`config.mk`:
```
export PLATFORM = sky130hd
export DESIGN_NAME = irqsrc_ctrl
export DESIGN_NICKNAME = d
export VERILOG_FILES = /design/src/rtl/irqsrc_pkg.sv /design/src/rtl/irqsrc_decode.sv /design/src/rtl/irqsrc_pick.sv /design/src/rtl/irqsrc_entry.sv /design/src/rtl/irqsrc_ctrl.sv
export SDC_FILE = /design/constraint.sdc
export NUM_CORES = 1
export LEC_CHECK = 0
export BUFFER_PORTS_ARGS = -buffer_cell sky130_fd_sc_hd__clkbuf_2
export CORE_MARGIN = 2
export CORE_UTILIZATION = 37
export DETAILED_ROUTE_END_ITERATION = 10
export PLACE_DENSITY = 0.59
export SETUP_SLACK_MARGIN = 0.02
export SYNTH_ARGS = -nofsm -noshare
export SYNTH_HDL_FRONTEND = slang
export SYNTH_SLANG_ARGS = --single-unit
```
`constraint.sdc`:
```
create_clock -name clk -period 3.4 [get_ports clk]
set_clock_uncertainty 0.2 [all_clocks]
set_input_delay 0.68 -clock clk [delete_from_list [all_inputs] [get_ports clk]]
set_output_delay 0.68 -clock clk [all_outputs]
set_load 0.02 [all_outputs]
```
`src/rtl/irqsrc_pkg.sv`:
```
package irqsrc_pkg;
    localparam int PRIO_W = 8;
    localparam logic [PRIO_W-1:0] PRIO_OFF = 8'hFF;
    typedef logic [PRIO_W-1:0] prio_t;
    // read-port flag bit positions
    localparam int FL_ASSERTED = 0;
    localparam int FL_SENT     = 1;
    localparam int FL_REJECTED = 2;
    localparam int FL_PENDING  = 3;
endpackage

```
`src/rtl/irqsrc_decode.sv`:
```
module irqsrc_decode #(
    parameter int N     = 16,
    parameter int NUM_W = 16,
    parameter int BASE  = 32'h1000
) (
    input  logic             vld,
    input  logic [NUM_W-1:0] num,
    output logic [N-1:0]     hit
);
    localparam logic [NUM_W-1:0] BASE_V = NUM_W'(BASE);

    logic             above;
    logic [NUM_W-1:0] off;

    assign above = (num >= BASE_V);
    assign off   = num - BASE_V;

    for (genvar i = 0; i < N; i++) begin : g_hit
        assign hit[i] = vld && above && (off == NUM_W'(i));
    end
endmodule

```
`src/rtl/irqsrc_pick.sv`:
```
module irqsrc_pick #(
    parameter int N  = 16,
    parameter int IW = (N > 1) ? $clog2(N) : 1
) (
    input  logic [N-1:0]  req,
    output logic          any,
    output logic [IW-1:0] idx
);
    always_comb begin
        any = 1'b0;
        idx = '0;
        for (int i = N - 1; i >= 0; i--) begin
            if (req[i]) begin
                any = 1'b1;
                idx = IW'(i);
            end
        end
    end
endmodule

```
`src/rtl/irqsrc_entry.sv`:
```
module irqsrc_entry
    import irqsrc_pkg::*;
#(
    parameter int SRV_W = 8
) (
    input  logic             clk,
    input  logic             rst_n,
    input  logic             soft_clr,
    input  logic             ty_we,
    input  logic             ty_level,
    input  logic             rt_we,
    input  logic [SRV_W-1:0] rt_server,
    input  prio_t            rt_prio,
    input  prio_t            rt_saved,
    input  logic             in_sig,
    input  logic             rej_hit,
    input  logic             eoi_hit,
    input  logic             resend,
    input  logic             grant,
    output logic             typed,
    output logic             level,
    output logic             queued,
    output logic [3:0]       flags,
    output prio_t            prio,
    output prio_t            saved,
    output logic [SRV_W-1:0] server
);
    typedef struct packed {
        logic             typed;
        logic             lvl;
        logic             asserted;
        logic             sent;
        logic             rejected;
        logic             pending;
        logic             queued;
        logic [SRV_W-1:0] server;
        prio_t            prio;
        prio_t            saved;
    } ent_t;

    ent_t st_d, st_q;
    logic masked_now;
    logic lvl_evt;

    always_comb begin
        st_d       = st_q;
        masked_now = 1'b0;
        lvl_evt    = 1'b0;
        if (soft_clr) begin
            st_d       = '0;
            st_d.typed = st_q.typed;
            st_d.lvl   = st_q.lvl;
            st_d.prio  = PRIO_OFF;
            st_d.saved = PRIO_OFF;
        end else begin
            if (ty_we && !st_q.typed) begin
                st_d.typed = 1'b1;
                st_d.lvl   = ty_level;
            end
            if (grant) st_d.queued = 1'b0;
            // reject and EOI act before any offer decision of this cycle
            if (rej_hit) begin
                if (st_q.lvl) st_d.sent = 1'b0;
                else          st_d.rejected = 1'b1;
            end
            if (eoi_hit && st_q.lvl) st_d.sent = 1'b0;
            if (rt_we) begin
                st_d.server = rt_server;
                st_d.prio   = rt_prio;
                st_d.saved  = rt_saved;
            end
            masked_now = (st_d.prio == PRIO_OFF);
            if (rt_we && masked_now && st_d.queued) begin
                st_d.queued = 1'b0;
                if (st_q.lvl) st_d.sent = 1'b0;
                else          st_d.pending = 1'b1;
            end
            if (st_q.lvl) begin
                lvl_evt       = (in_sig != st_q.asserted) || rt_we || resend;
                st_d.asserted = in_sig;
                st_d.pending  = 1'b0;
                st_d.rejected = 1'b0;
                if (lvl_evt && !masked_now && in_sig && !st_d.sent) begin
                    st_d.sent   = 1'b1;
                    st_d.queued = 1'b1;
                end
            end else begin
                if (resend && st_d.rejected) begin
                    st_d.rejected = 1'b0;
                    if (!masked_now) st_d.queued = 1'b1;
                end
                if (in_sig) begin
                    if (masked_now) st_d.pending = 1'b1;
                    else            st_d.queued  = 1'b1;
                end
                if (rt_we && st_d.pending && !masked_now) begin
                    st_d.pending = 1'b0;
                    st_d.queued  = 1'b1;
                end
            end
        end
    end

    always_ff @(posedge clk or negedge rst_n) begin
        if (!rst_n) begin
            st_q       <= '0;
            st_q.prio  <= PRIO_OFF;
            st_q.saved <= PRIO_OFF;
        end else begin
            st_q <= st_d;
        end
    end

    assign typed  = st_q.typed;
    assign level  = st_q.lvl;
    assign queued = st_q.queued;
    assign prio   = st_q.prio;
    assign saved  = st_q.saved;
    assign server = st_q.server;
    always_comb begin
        flags              = '0;
        flags[FL_ASSERTED] = st_q.asserted;
        flags[FL_SENT]     = st_q.sent;
        flags[FL_REJECTED] = st_q.rejected;
        flags[FL_PENDING]  = st_q.pending;
    end
endmodule

```
`src/rtl/irqsrc_ctrl.sv`:
```
module irqsrc_ctrl
    import irqsrc_pkg::*;
#(
    parameter int N     = 16,
    parameter int NUM_W = 16,
    parameter int BASE  = 32'h1000,
    parameter int SRV_W = 8,
    parameter int IDX_W = (N > 1) ? $clog2(N) : 1
) (
    input  logic             clk,
    input  logic             rst_n,
    input  logic             soft_clr,
    input  logic [N-1:0]     src_in,
    input  logic             ty_we,
    input  logic [IDX_W-1:0] ty_idx,
    input  logic             ty_level,
    output logic             ty_err,
    input  logic             rt_we,
    input  logic [IDX_W-1:0] rt_idx,
    input  logic [SRV_W-1:0] rt_server,
    input  logic [7:0]       rt_prio,
    input  logic [7:0]       rt_saved,
    output logic             ofr_valid,
    input  logic             ofr_ready,
    output logic [NUM_W-1:0] ofr_num,
    output logic [7:0]       ofr_prio,
    output logic [SRV_W-1:0] ofr_server,
    input  logic             rej_valid,
    input  logic [NUM_W-1:0] rej_num,
    input  logic             eoi_valid,
    input  logic [NUM_W-1:0] eoi_num,
    input  logic             resend,
    input  logic [IDX_W-1:0] rd_idx,
    output logic             rd_typed,
    output logic             rd_level,
    output logic [3:0]       rd_flags,
    output logic [7:0]       rd_prio,
    output logic [7:0]       rd_saved,
    output logic [SRV_W-1:0] rd_server
);
    localparam logic [NUM_W-1:0] BASE_V = NUM_W'(BASE);

    logic [N-1:0]       rej_hit, eoi_hit, grant;
    logic [N-1:0]       typed_v, level_v, queued_v, pend_v, sent_v;
    logic [3:0]         flags_a  [N];
    prio_t              prio_a   [N];
    prio_t              saved_a  [N];
    logic [SRV_W-1:0]   server_a [N];
    logic               pick_any;
    logic [IDX_W-1:0]   pick_idx;
    logic               err_d, err_q;

    irqsrc_decode #(.N(N), .NUM_W(NUM_W), .BASE(BASE)) u_rej_dec (
        .vld(rej_valid), .num(rej_num), .hit(rej_hit));
    irqsrc_decode #(.N(N), .NUM_W(NUM_W), .BASE(BASE)) u_eoi_dec (
        .vld(eoi_valid), .num(eoi_num), .hit(eoi_hit));

    irqsrc_pick #(.N(N), .IW(IDX_W)) u_pick (
        .req(queued_v), .any(pick_any), .idx(pick_idx));

    for (genvar i = 0; i < N; i++) begin : g_src
        assign grant[i] = pick_any && ofr_ready && (pick_idx == IDX_W'(i));
        irqsrc_entry #(.SRV_W(SRV_W)) u_ent (
            .clk      (clk),
            .rst_n    (rst_n),
            .soft_clr (soft_clr),
            .ty_we    (ty_we && (ty_idx == IDX_W'(i))),
            .ty_level (ty_level),
            .rt_we    (rt_we && (rt_idx == IDX_W'(i))),
            .rt_server(rt_server),
            .rt_prio  (rt_prio),
            .rt_saved (rt_saved),
            .in_sig   (src_in[i]),
            .rej_hit  (rej_hit[i]),
            .eoi_hit  (eoi_hit[i]),
            .resend   (resend),
            .grant    (grant[i]),
            .typed    (typed_v[i]),
            .level    (level_v[i]),
            .queued   (queued_v[i]),
            .flags    (flags_a[i]),
            .prio     (prio_a[i]),
            .saved    (saved_a[i]),
            .server   (server_a[i])
        );
        assign pend_v[i] = flags_a[i][FL_PENDING];
        assign sent_v[i] = flags_a[i][FL_SENT];
    end

    assign ofr_valid  = pick_any;
    assign ofr_num    = BASE_V + NUM_W'(pick_idx);
    assign ofr_prio   = prio_a[pick_idx];
    assign ofr_server = server_a[pick_idx];

    assign rd_typed  = typed_v[rd_idx];
    assign rd_level  = level_v[rd_idx];
    assign rd_flags  = flags_a[rd_idx];
    assign rd_prio   = prio_a[rd_idx];
    assign rd_saved  = saved_a[rd_idx];
    assign rd_server = server_a[rd_idx];

    always_comb begin
        err_d = ty_we && typed_v[ty_idx];
    end

    always_ff @(posedge clk or negedge rst_n) begin
        if (!rst_n) err_q <= 1'b0;
        else        err_q <= err_d;
    end

    assign ty_err = err_q;
endmodule

```
After elaboration in Yosys (flattened, before gate mapping)
Index checks and enable logic that the tools add are counted.
{"block": "word_totals", "register_bits": 497, "in_bits": 94, "output_inout_bits": 64, "wordCells": 1161}
{"block": "classes", "n_addsub": 3, "n_lt_le_gt_ge": 6, "eq_ne": 107, "muxes": 504, "bitwise": 3, "n_reduce_logical": 377}
{"cell": "$mux W24", "n": 32}
{"cell": "$mux W29", "n": 16}
{"cell": "$mux W1", "n": 275}
{"cell": "$eq A16 B4 Y1 const B", "n": 16}
{"cell": "$mux W2", "n": 128}
{"cell": "$logic_and A1 B1 Y1", "n": 244}
{"cell": "$bmux W8 S4", "n": 5}
{"cell": "$eq A16 B3 Y1 const B", "n": 8}
{"cell": "$eq A8 B8 Y1 const B", "n": 16}
{"cell": "$eq A4 B4 Y1 const B", "n": 24}
{"cell": "$mux W8", "n": 10}
{"cell": "$mux W4", "n": 18}
{"cell": "$eq A16 B2 Y1 const B", "n": 4}
{"cell": "$reduce_bool A2 Y1", "n": 32}
{"cell": "$eq A4 B3 Y1 const B", "n": 12}
{"cell": "$logic_not A1 Y1", "n": 48}
{"cell": "$mux W3", "n": 16}
{"cell": "$eq A16 B1 Y1 const B", "n": 2}
{"cell": "$ge A16 B13 Y1 const B", "n": 2}
{"cell": "$logic_not A16 Y1", "n": 2}
{"cell": "$logic_or A1 B1 Y1", "n": 32}
{"cell": "$reduce_and A2 Y1", "n": 16}
{"cell": "$sub A16 B13 Y16 const B", "n": 2}
{"cell": "$eq A4 B2 Y1 const B", "n": 6}
{"cell": "other kinds (10)", "n": 34}

Logic depth before layout (Yosys ltp)
{"block": "logic_depth", "word_depth": 33, "ltp_mapped": 12, "ltp_nobuf": 8}

Cells and area by module
Synthesis repeated with hierarchy kept, for this count alone.
{"block": "unflattened", "hier_cells": 2411, "area_unflattened_um2": 29107.9}
{"mod": "irqsrc_entry", "n_inst": 16, "cells_per_inst": 121, "area_each_um2": 1406.3, "seq_area_each_um2": 795.8}
{"mod": "irqsrc_ctrl", "n_inst": 1, "cells_per_inst": 382, "area_each_um2": 6047.0, "seq_area_each_um2": 25.0}
{"mod": "irqsrc_decode", "n_inst": 2, "cells_per_inst": 30, "area_each_um2": 190.2, "seq_area_each_um2": 0.0}
{"mod": "irqsrc_pick", "n_inst": 1, "cells_per_inst": 33, "area_each_um2": 178.9, "seq_area_each_um2": 0.0}

Worst setup path before layout
OpenSTA, ideal clock, no wires.
{"block": "synth_path", "kind": "in2out", "from": "in rd_idx[0]", "to": "out rd_typed", "arrival_time_ps": 2698, "required_ps": 2520, "setup_slack_ps": -178, "cell_stages": 4, "n_path_buf": 2, "cell_sequence": "clkbuf_1 -> buf_1 -> mux4_2 -> mux4_2"}
{"block": "synth_via", "elab_chain_cells": 2}
{"item": "start, declared", "line": "irqsrc_ctrl.sv:33", "source": "input logic [IDX_W-1:0] rd_idx,"}
{"item": "$bmux W1 S4", "line": "irqsrc_ctrl.sv:95", "source": "assign rd_typed = typed_v[rd_idx];"}
{"item": "$mux W1 (not written as such)", "line": "irqsrc_ctrl.sv:95"}
{"item": "end, declared", "line": "irqsrc_ctrl.sv:34", "source": "output logic rd_typed,"}
No other way between the ends. The select of a mux whose other input is x is not followed.

Final worst setup path
{"block": "layout_path", "from": "reg g_src[0].u_ent.st_q, in the netlist g_src[0].u_ent.queued", "to": "out ofr_server[7]"}
{"block": "layout_via", "elab_chain_cells": 5}
{"item": "start, declared", "line": "irqsrc_entry.sv:41", "source": "ent_t st_d, st_q;"}
{"item": "start signal, assigned", "line": "irqsrc_entry.sv:110", "source": "st_q <= st_d;"}
{"item": "$mux W4", "line": "irqsrc_pick.sv:13", "source": "if (req[i]) begin"}
{"item": "$not A4 Y5 (not written as such)", "line": "irqsrc_ctrl.sv:93", "source": "assign ofr_server = server_a[pick_idx];"}
{"item": "$bmux W8 S4", "line": "irqsrc_ctrl.sv:93"}
{"item": "$mux W8 (not written as such) (2 in a row)", "line": "irqsrc_ctrl.sv:93"}
{"item": "end, declared", "line": "irqsrc_ctrl.sv:27", "source": "output logic [SRV_W-1:0] ofr_server,"}
No other way between the ends. The select of a mux whose other input is x is not followed.

==> out/metrics.yaml <==
status: "finished with violations"
violations: "negative setup slack"
dp_hpwl_um: 80300
cts_tree: "built"
final_util_pct: 46.0
async_reset_ff_share_pct: 100
slew_headroom_pct: 38.9
arrival_ns: 3.27
setup_tns_ns: -10.20
synthFlopType: "dfstp_2"
cts.clk_slew.worst_paths_ns: 0.06
grt_pass1_vias: 25200
synth_area_um2: 27800
dr.pass1.iters: 6
yosysWarnings: 0
global_route.usage.total_pct: 30.5
drive_gt1_share_pct: 32.7
p_leak_nw: 14.4
vias: 26200
tightest_slew_ns: 0.916
synth.avg_cell_area_um2: 9.27
cts_buffers: 55
setup_viol: 16
min_period_ns: 4.15
cts.sinks: 497
syn_inst: 3004
period_share_pct: 122
finalWirelength_um: 120000
synth_cell_types: 90
overflow: 0
die_w_um: 278
num_io_pins: 158
drc_errors: 0
io_buffers: 145
rows: 100
critPathLaunchType: "flop"
ir_worst_vdd_v: 0.000415
finalNetCount: 3314
worstSkewPairLatency_ns: 0.68
post_drt_via_cell_ratio: 6.19
gp_congestion: 0.965
antenna_found_initial: 3
coreArea_um2: 74400
die_area_um2: 77500
synth_edf_count: 0
cts_root_buf: "clkbuf_16"
initial_core_util_pct: 37.4
hold_viol: 0
report.final.slew_viol_count: 0
power.density_nw_per_um2: 553
final_antenna_net_count: 0
cts_buffer_depth: 3
holdWs_ns: 0.0765
hold_class: "in -> reg"
fmax_ghz: 0.241
endpoint_kind: "primary output"
critical_path.max_fanout: 6
maxCapViolCount: 0
worstPathRequired_ns: 2.52
wire_per_inst_um: 28.4
syn_to_final_growth_pct: 23.0
power_mw: 18.9
ys_seq_area_share_pct: 45.8
grt_pass1_wl_um: 176000
path_class: "reg -> out"
diodes: 0
h-tree-depth: 2
worst_slack_ns: -0.746
drt_iter0_markers: 3583
grt_setup_unrepaired: "true"
ys_seq_elements: 497
grt_max_degree: 159
die_h_um: 278
layout make-up:
cell class	count	area, um^2
flip-flops and latches	497	12800
clock inverters	20	355
repair buffers	426	3620
multi-input cells	2218	14600
clock buffers	82	1660
inverters	22	92.6
well taps	969	1210
fillers	6997	40200
cells in the mapped netlist (9+ instances only):
master,instances,area (um^2)
a211oi_1,14,105
a21oi_1,201,1010
a221oi_1,15,131
a222oi_1,22,220
a22o_1,21,184
a22oi_1,34,255
a31oi_1,14,87.6
a32oi_1,13,114
and3_1,20,125
buf_1,27,101
buf_2,18,90.1
buf_4,12,90.1
clkbuf_1,217,815
dfrtp_1,241,6030
dfstp_2,256,6730
inv_1,21,78.8
mux2_2,9,101
mux4_2,155,3490
nand2_1,873,3280
nand2b_1,38,238
nand3_1,293,1470
nand4_1,42,263
nor2_1,129,484
nor2b_1,14,87.6
nor3_1,34,170
nor4_1,14,87.6
o21ai_0,44,220
o22ai_1,13,81.3
o2bb2ai_1,10,87.6
o31ai_1,9,67.6
or2_2,10,62.6
timing repair:
item / CTS / global route
buffers inserted: 16 / 13
gates cloned: 3 / 2
pin swaps: 39 / 41
resized for setup: 112 / 64
hold buffers: 1 / 0
hold endpoints to repair: 24 / 0
setup endpoints to repair: 18 / 20
stage by stage:
step           std cells  setup slack (ns)  area [um^2]
5_1_grt             4234            -0.798        34200
6_report            4234            -0.746        34200
4_1_cts             4220            -0.697        33900
3_5_place_dp        4099            -0.321        31100
3_3_place_gp        4099            -0.235        31100
2_1_floorplan       3014            0.0285        27900
routing by layer:
layer	vias up	track usage, %	wire length (um)
met5	-	0	41
met4	6	12.6	5710
met3	330	6.95	13200
met2	1686	47.0	54600
met1	13100	41.4	46600
li1	11100	-	-
report_power, final:
part           switching, mW  internal [mW]  total, mW
combinational           3.31           2.49       5.79
clock                   2.69           3.92       6.61
sequential             0.307           6.23       6.54
total                   6.30           12.6       18.9
flip-flops by register name (all words and copies together) (netlist names):
register,flops
g_src.u_ent.flags,64
g_src.u_ent.queued,16
ty_err,1
g_src.u_ent.typed,16
g_src.u_ent.level,16
g_src.u_ent.saved,128
g_src.u_ent.server,128
g_src.u_ent.prio,128
final timing paths:
path | from | to | slack [ns] | cells past startpoint
hold reg to reg | g_src[9].u_ent.saved[2]$_DFFE_PN1P_ | g_src[9].u_ent.saved[2]$_DFFE_PN1P_ | 0.28 | 2
setup / recovery | g_src[0].u_ent.queued$_DFF_PN0_ | ofr_server[7] | -0.75 | 9
max in group asynchronous | rst_n | g_src[3].u_ent.server[3]$_DFFE_PN0P_ | 1.62 | 3
min in group asynchronous | rst_n | g_src[4].u_ent.flags[2]$_DFF_PN0_ | 0.33 | 2
setup reg to reg | g_src[5].u_ent.queued$_DFF_PN0_ | g_src[10].u_ent.queued$_DFF_PN0_ | 0.08 | 13
hold / removal | ty_we | ty_err$_DFF_PN0_ | 0.08 | 2
cell usage in the layout (no fill, tap or decap), types with 33 or more instances in the layout:
cell type  Yosys  layout
nand3_1      293     282
dfstp_2      256     256
nand4_1       42      42
buf_6          3      34
a22oi_1       34      33
clkbuf_2       0     121
mux4_2       155     155
buf_4         12     214
nor2_1       129     101
a21oi_1      201     196
o21ai_0       44      43
dfrtp_1      241     239
nand2_1      873     871
clkbuf_16      0      57
nand2b_1      38      37
logic make-up (layout without fill, tap and decap cells):
family          after synthesis  in the layout  share of synthesized area, %
flops                       497            497                          45.8
other cells                   2             12                        0.0270
compound gates              513            513                          12.5
mux                         170            170                          13.1
simple gates               1523           1523                          24.2
buf+inv                     299            550                          4.35
critical path, stage by stage (launching register included):
cell and delay (ns):
dfrtp_1 0.38, or4_4 0.58, a31o_4 0.25, and2_4 0.16, and2_4 0.19, buf_4 0.15, a22o_1 0.23, a211oi_2 0.14
nand4_1 0.32, clkbuf_8 0.28
Power figures use the tool's default switching activity.
